[config.mk]
export PLATFORM = sky130hd
export DESIGN_NAME = t1_tx_framer
export DESIGN_NICKNAME = d
export VERILOG_FILES = /design/src/rtl/t1_tx_framer.sv
export SDC_FILE = /design/constraint.sdc
export NUM_CORES = 1
export LEC_CHECK = 0
export BUFFER_PORTS_ARGS = -buffer_cell sky130_fd_sc_hd__buf_4
export CAP_MARGIN = 20
export CORE_AREA = 2 2 63 65
export CTS_CLUSTER_SIZE = 40
export DETAILED_ROUTE_END_ITERATION = 16
export DIE_AREA = 0 0 65 67
export GPL_ROUTABILITY_DRIVEN = 0
export HOLD_SLACK_MARGIN = 0.08
export PLACE_DENSITY = 0.73
export SYNTH_ARGS = -nofsm -noshare
export SYNTH_HDL_FRONTEND = slang
export SYNTH_SLANG_ARGS = --single-unit
[constraint.sdc]
create_clock -name clk -period 3.45 [get_ports clk]
set_input_delay 0.69 -clock clk [delete_from_list [all_inputs] [get_ports clk]]
set_output_delay 0.69 -clock clk [all_outputs]
set_load 0.03 [all_outputs]
[src/rtl/t1_tx_framer.sv]
module t1_tx_framer #(
  parameter int CORR_PERIOD = 128,
  parameter int BURST_LEN   = 3
) (
  input  logic       clk,
  input  logic       rst_n,
  input  logic       esf_mode,
  input  logic       zs_en,
  input  logic       yel_alarm,
  input  logic       yel_sbit_sel,
  input  logic       fs_ins_en,
  input  logic [5:0] fs_pattern,
  input  logic       dl_bit,
  input  logic       crc_bit,
  input  logic       fbit_burst,
  input  logic       fbit_periodic,
  input  logic [7:0] ch_byte,
  output logic       ch_load,
  output logic       tx_bit,
  output logic       frame_start,
  output logic       sf_start
);
  localparam int LAST_POS = 192;
  localparam int PW = $clog2(CORR_PERIOD);
  localparam int BW = $clog2(BURST_LEN + 1);
  localparam logic [7:0] FT_PAT  = 8'b0001_0101;
  localparam logic [7:0] FS_PAT  = 8'b0001_1100;
  localparam logic [7:0] FPS_PAT = 8'b0011_0100;

  logic [7:0] pos;
  logic [4:0] frm;
  logic [7:0] sh;
  logic c_esf, c_zs, c_yel, c_ysel, c_fs;
  logic f1_q;
  logic [BW-1:0] burst;
  logic [PW-1:0] per;
  logic [7:0] nb;
  logic fbit;

  wire [7:0] fs_ext   = {2'b00, fs_pattern};
  wire last_bit = (pos == 8'(LAST_POS));
  wire last_frm = c_esf ? (frm == 5'd23) : (frm == 5'd11);
  wire gov      = frame_start && (c_esf ? (frm[1:0] == 2'b11) : !frm[0]);
  wire rise1    = fbit_burst && !f1_q;
  wire hit      = gov && ((burst != '0) || (fbit_periodic && per == '0));

  assign frame_start = (pos == 8'd0);
  assign sf_start    = frame_start && (frm == 5'd0);
  assign ch_load     = (pos[2:0] == 3'd0) && !last_bit;
  assign tx_bit      = frame_start ? (fbit ^ hit) : sh[7];

  always_comb begin
    if (c_esf) begin
      if (frm[1:0] == 2'b11) fbit = FPS_PAT[frm[4:2]];
      else if (frm[0])       fbit = crc_bit;
      else                   fbit = dl_bit;
    end else if (!frm[0]) begin
      fbit = FT_PAT[frm[3:1]];
    end else if (c_yel && c_ysel && frm == 5'd11) begin
      fbit = 1'b1;
    end else begin
      fbit = c_fs ? fs_ext[frm[3:1]] : FS_PAT[frm[3:1]];
    end
  end

  always_comb begin
    nb = ch_byte;
    if (c_zs && ch_byte == 8'd0) nb[1] = 1'b1;
    if (!c_esf && c_yel && !c_ysel) nb[6] = 1'b0;
  end

  always_ff @(posedge clk or negedge rst_n) begin
    if (!rst_n) begin
      pos <= '0; frm <= '0; sh <= '0;
      c_esf <= 1'b0; c_zs <= 1'b0; c_yel <= 1'b0; c_ysel <= 1'b0; c_fs <= 1'b1;
      f1_q <= 1'b0; burst <= '0; per <= '0;
    end else begin
      pos <= last_bit ? 8'd0 : pos + 8'd1;
      if (last_bit) begin
        frm <= last_frm ? 5'd0 : frm + 5'd1;
        if (last_frm) begin
          c_esf <= esf_mode; c_zs <= zs_en; c_yel <= yel_alarm;
          c_ysel <= yel_sbit_sel; c_fs <= fs_ins_en;
        end
      end
      sh <= ch_load ? nb : {sh[6:0], 1'b0};
      f1_q <= fbit_burst;
      if (rise1) burst <= BW'(BURST_LEN);
      else if (gov && burst != '0) burst <= burst - 1'b1;
      if (!fbit_periodic) per <= '0;
      else if (gov) per <= (per == PW'(CORR_PERIOD - 1)) ? '0 : per + 1'b1;
    end
  end

  p_frame_gap_r2: assert property (@(posedge clk) disable iff (!rst_n)
    frame_start |=> !frame_start) else $error("frame start twice");
  p_zero_fill_r6: assert property (@(posedge clk) disable iff (!rst_n)
    (ch_load && c_zs && ch_byte == 8'd0) |=> sh[1]) else $error("zero byte not stuffed");
  p_pass_r6: assert property (@(posedge clk) disable iff (!rst_n)
    (ch_load && !c_zs && (c_esf || !c_yel || c_ysel)) |=> sh == $past(ch_byte))
    else $error("byte altered");
  p_bit2_r7: assert property (@(posedge clk) disable iff (!rst_n)
    (ch_load && !c_esf && c_yel && !c_ysel) |=> !sh[6]) else $error("bit 2 not cleared");
  p_sbit_r8: assert property (@(posedge clk) disable iff (!rst_n)
    (frame_start && !c_esf && c_yel && c_ysel && frm == 5'd11) |-> tx_bit)
    else $error("frame 12 alarm missing");
  p_burst_end_r9: assert property (@(posedge clk) disable iff (!rst_n)
    (gov && burst == BW'(1) && !rise1) |=> burst == '0) else $error("burst too long");
  p_per_idle_r10: assert property (@(posedge clk) disable iff (!rst_n)
    !fbit_periodic |=> per == '0) else $error("period count kept");
endmodule

# [Word-level counts from Yosys, hierarchy flattened]
# Memory sizes are Yosys's and may differ from the RTL's.
# Cells that the tools add are included.
# Widths: inputs -> output; s select.
[word_totals] ff_bits=36 romBits=24 input_bits=25 output_inout_bits=4 wordCells=77 memories=3
[op_classes] n_addsub=4 n_lt_le_gt_ge=2 n_eq_ne=6 n_mux=24 bitwise=1 n_reduce_logical=26
[mem_list] name="(name not given)" depth=8 width=1 read_ports=1 rd_clocked_by_memory_dff=0 write_ports=0 line="62" rtl="fbit = c_fs ? fs_ext[frm[3:1]] : FS_PAT[frm[3:1]];"
[mem_list] name="(name not given)" depth=8 width=1 read_ports=1 rd_clocked_by_memory_dff=0 write_ports=0 line="58" rtl="fbit = FT_PAT[frm[3:1]];"
[mem_list] name="(name not given)" depth=8 width=1 read_ports=1 rd_clocked_by_memory_dff=0 write_ports=0 line="54" rtl="if (frm[1:0] == 2'b11) fbit = FPS_PAT[frm[4:2]];"
[ops] cell="$mux 7" n=3
[ops] cell="$logic_not 8->1" n=2
[ops] cell="$mux 8" n=2
[ops] cell="$mux 1" n=15
[ops] cell="$logic_and 1x1->1" n=12
[ops] cell="$add 8x1->8 const B" n=1
[ops] cell="$eq 8x8->1 const B" n=1
[ops] cell="$lt 3x4->1 const B" n=2
[ops] cell="$add 7x1->7 const B" n=1
[ops] cell="$eq 7x7->1 const B" n=1
[ops] cell="$logic_not 7->1" n=1
[ops] cell="$add 5x1->5 const B" n=1
[ops] cell="$eq 5x4->1 const B" n=1
[ops] cell="$eq 5x5->1 const B" n=1
[ops] cell="$logic_not 1->1" n=5
[ops] cell="$logic_not 5->1" n=1
[ops] cell="$mux 5" n=1
[ops] cell="$mux 2" n=2
[ops] cell="$reduce_bool 2->1" n=2
[ops] cell="$bmux 1 s3" n=1
[ops] cell="$logic_not 3->1" n=1
[ops] cell="$eq 2x2->1 const B" n=1
[ops] cell="$ne 2x1->1 const B" n=1
[ops] cell="$reduce_and 2->1" n=1
[ops] cell="other kinds (3)" n=3

# [Logic depth before layout (Yosys ltp)]
[logic_depth] word_depth=8 depth_mapped=9 depth_no_buf=8

# [Worst setup path after synthesis]
# OpenSTA, ideal clock, no wires.
[synth_path] path_type="register -> output" from="reg pos[0]" to="out sf_start" arrival_time_ns=2.396 t_required_ns=2.760 slack_ns=0.364 stages_incl_launch_ff=7 n_path_buf=1 cell_sequence="dfrtp_1 -> inv_1 -> ha_1 -> nor4b_2 -> or4b_1 -> buf_6 -> nor4_1"
[synth_via] elab_chain_cells=2
[synth_rtl] item="start, declared" line="30" rtl="logic [7:0] pos;"
[synth_rtl] item="start signal, assigned" line="78" rtl="pos <= last_bit ? 8'd0 : pos + 8'd1;"
[synth_rtl] item="$logic_not 8->1" line="47" rtl="assign frame_start = (pos == 8'd0);"
[synth_rtl] item="$logic_and 1x1->1" line="48" rtl="assign sf_start = frame_start && (frm == 5'd0);"
[synth_rtl] item="end, declared" line="21" rtl="output logic sf_start"
# No other way between the ends.

# [Worst setup path after layout]
[layout_path] from="reg frm[3]" to="out tx_bit"
[layout_via] elab_chain_cells=8 word_cells_on_any_way=17 cone_classes="1 x eq/ne; 11 x mux; 1 x bitwise; 1 x reduce/logical; 3 x memory"
[layout_rtl] item="start, declared" line="31" rtl="logic [4:0] frm;"
[layout_rtl] item="start signal, assigned" line="80" rtl="frm <= last_frm ? 5'd0 : frm + 5'd1;"
[layout_rtl] item="$mem_v2 8x1 or $bmux 1 s3 (tied branches)"
[layout_rtl] item="$mux 1 (not written as such)" line="62"
[layout_rtl] item="$mux 1" line="62"
[layout_rtl] item="$mux 1" line="59" rtl="end else if (c_yel && c_ysel && frm == 5'd11) begin"
[layout_rtl] item="$mux 1" line="57" rtl="end else if (!frm[0]) begin"
[layout_rtl] item="$mux 1 *" line="53" rtl="if (c_esf) begin"
[layout_rtl] item="$xor 1x1->1 *" line="50" rtl="assign tx_bit = frame_start ? (fbit ^ hit) : sh[7];"
[layout_rtl] item="$mux 1 *" line="50"
[layout_rtl] item="end, declared" line="19" rtl="output logic tx_bit,"
# Mark *: on every way between the ends. The rest lies on a longest branch, timed or not. The select of a mux whose other input is x is not followed.

==> impl_results.md <==
* Setup TNS at 0 ns
* Root Driver: clkbuf_8
* Hold/Removal Path Class: in -> async
* Number of filler cells placed in the layout at 310
* Vias at 1552
* Clock insertion delay at the later pin of the skew report at 0.29 ns
* Antenna violations before repair at 0
* Status: finished clean
* Minimum clock period at 3.23 ns
* Hold WS at 0.346 ns
* Final WL at 3.86 mm
* H-tree levels at 2
* Tot GR Track Use at 20.9%
* WL per Instance at 13.9 um
* Layout net count at 260
* Total of max-cap violations at 0
* Slew headroom at 70.2%
* Hold Fails Final Rpt at 0
* Final slew viol count at 0
* PD cells at 336 nW/um^2
* Finished Layout Cells at 277
* DIE AREA at 4360 um^2
* HPWL Detailed at 2.84 mm
* Total CTS buffers at 5
* Critical Path RT at 2.76 ns
* Via density at 5.60
* DRT antenna net count at 0
* LEAKAGE at 1.04 nW
* Input/output buffers at 28
* Synthesis warning total at 0
* Tcrit/Tclk final at 93.6%
* WP data arrival at 2.54 ns
* Total gr overflow at 0
* Max Buffers Root-to-Sink at 2
* First-pass GRT wire length at 6.84 mm
* Synth cell types at 46
* FP Rows at 22
* WP buf/inv at 1
* Cell with the most instances after synthesis: dfrtp_1
* Worst clock skew at 0.00635 ns
* Critical path endpoint category: output pin
* Cell type with the largest total area after synthesis: dfrtp_1
* Final setup vio count at 0
* Placed Cells at 269
* Core area at 3610 um^2
* Least-Margin Pin Slew at 0.448 ns
* Top Ports at 29
* RSZ-0062 raised after global routing: no
* Crit-path cells: or3b_2, and3_1, o21ai_0, a31oi_1, or3b_2, buf_4
* Reg clk slew, reported paths at 0.07 ns
* Synth Area per Inst at 9.90 um^2
* Mapped Area at 1980 um^2
* Postcts setup bufs at 0
* Area contributors post-synth: dfrtp_1 (44%), mux2_2 (5.7%), ha_1 (4.4%), o21ai_0 (3.3%), nand2_1 (2.8%)
* Top FF cell, synth: dfrtp_1
* Die X at 65 um
* CP Class: reg -> out
* Detailed-route DRC error count at 0
* 1st-pass router iterations at 4
* Post-synth net total at 232
* Synth async-reset ratio at 100%
* Synth-to-Final Area Change at 16.9%
* Number of DRC markers in iteration 0 at 141
* Crit path largest cell delay at 0.55 ns
* Critical path peak fanout at 13
* Post-synth EDFFs at 0
* Critical Path Source Type: register
* Clk sink count at 36
* Synth top area share at 44.2%
* #FFs+latches synth at 36
* Delay-heaviest family, CP: simple AND/OR/NAND/NOR gates
* Share of post-route cells with drive strength above 1 at 23.6%
* Number of global-route vias before repair at 1546
* Post-synth top cells: dfrtp_1 (35), nand2_1 (15), inv_1 (14)
* Starting density of the core at 54.9%
* Post-synthesis sequential area ratio at 45.5%
* Peak Freq at 310 MHz
* Antenna cell count at 0
* Die height at 67 um
* Worst vdd ir at 0.000287 V
* Cell count after synthesis at 200
* CTS tree: yes
* Cell mode on critical path: or3b_2
* Largest net degree at the start of global routing at 37
* Worst path slowest cell: dfrtp_1
[where the power goes]
part           total [mW]  switching [mW]  internal (mW)
Clock               0.307           0.148          0.159
Sequential          0.428         0.00128          0.427
Combinational      0.0423          0.0184         0.0240
[flip-flops by register name, summed over array words and instances (netlist names)]
register  cells
c_esf         1
c_yel         1
sh            8
per           7
burst         2
c_ysel        1
c_zs          1
c_fs          1
f1_q          1
pos           8
frm           5
[cell families after synthesis]
family / count (synthesis) / share of synthesized area, %
adder cells (fa/ha/maj): 7 / 4.42
AND/OR/NAND/NOR: 78 / 22.6
XOR/XNOR: 9 / 3.98
buffers and inverters: 23 / 4.99
multiplexers: 14 / 7.71
flip-flops: 36 / 45.5
AO/OA/AOI/OAI: 33 / 10.7
[path summary, 6_finish.rpt]
path / cells after the start / to / from / slack [ns]
max in group asynchronous: 1 / c_fs$_DFFE_PN1P_ / rst_n / 2.76
hold reg to reg: 2 / sh[6]$_DFF_PN0_ / sh[5]$_DFF_PN0_ / 0.46
hold / removal: 1 / frm[4]$_DFFE_PN0N_ / rst_n / 0.35
min in group clk: 2 / sh[6]$_DFF_PN0_ / sh[5]$_DFF_PN0_ / 0.46
setup reg to reg: 9 / per[5]$_DFFE_PN0P_ / pos[1]$_DFF_PN0_ / 1.03
setup / recovery: 6 / tx_bit / frm[3]$_DFFE_PN0N_ / 0.22
[stage by stage]
step / util, % / power, mW / area, um^2 / setup slack [ns]
3_3_place_gp: 61.6 / 0.479 / 2220 / 0.555
5_1_grt: 64.2 / 0.813 / 2320 / 0.0681
2_1_floorplan: - / 0.446 / 1980 / 0.364
6_report: 64.2 / 0.778 / 2320 / 0.220
4_1_cts: 64.2 / 0.789 / 2310 / 0.218
3_5_place_dp: 61.6 / 0.480 / 2220 / 0.542
[area by class of cell]
cell class	count	area [um^2]	share of cell area (%)
clock buffers	6	82.6	3.57
inverters	15	61.3	2.65
clock inverters	2	10.0	0.432
well taps	48	60.1	2.59
repair buffers	29	218	9.40
flip-flops and latches	36	902	39.0
multi-input cells	141	982	42.4
[repair_timing]
item / 4_1_cts / 5_1_grt
hold buffers: 0 / 0
setup endpoints to repair: 0 / 1
resized for setup: 0 / 1
[layout by cell type (no fill, tap or decap), types with 3 or more instances in the layout]
| cell type | count |
|---|---|
| a21oi_1 | 4 |
| and2_1 | 5 |
| and3_1 | 4 |
| buf_4 | 29 |
| clkbuf_8 | 6 |
| dfrtp_1 | 35 |
| ha_1 | 6 |
| inv_1 | 14 |
| mux2_2 | 10 |
| mux2i_1 | 4 |
| nand2_1 | 15 |
| nand2b_1 | 4 |
| nand3_1 | 9 |
| nor2_1 | 8 |
| nor2b_1 | 5 |
| nor3_1 | 7 |
| o21ai_0 | 13 |
| or3_1 | 3 |
| xnor2_1 | 6 |
| xor2_1 | 3 |
[routing by layer]
layer	vias up	wire length (um)	GRT usage (%)	part of all wire, %
li1	761	-	-	-
met1	743	1740	24.5	45
met2	42	1860	36.6	48
met3	6	202	5.41	5.2
met4	0	57	8.24	1.5
met5	-	0	0	0
No activity file was read; power rests on OpenSTA's default activity.
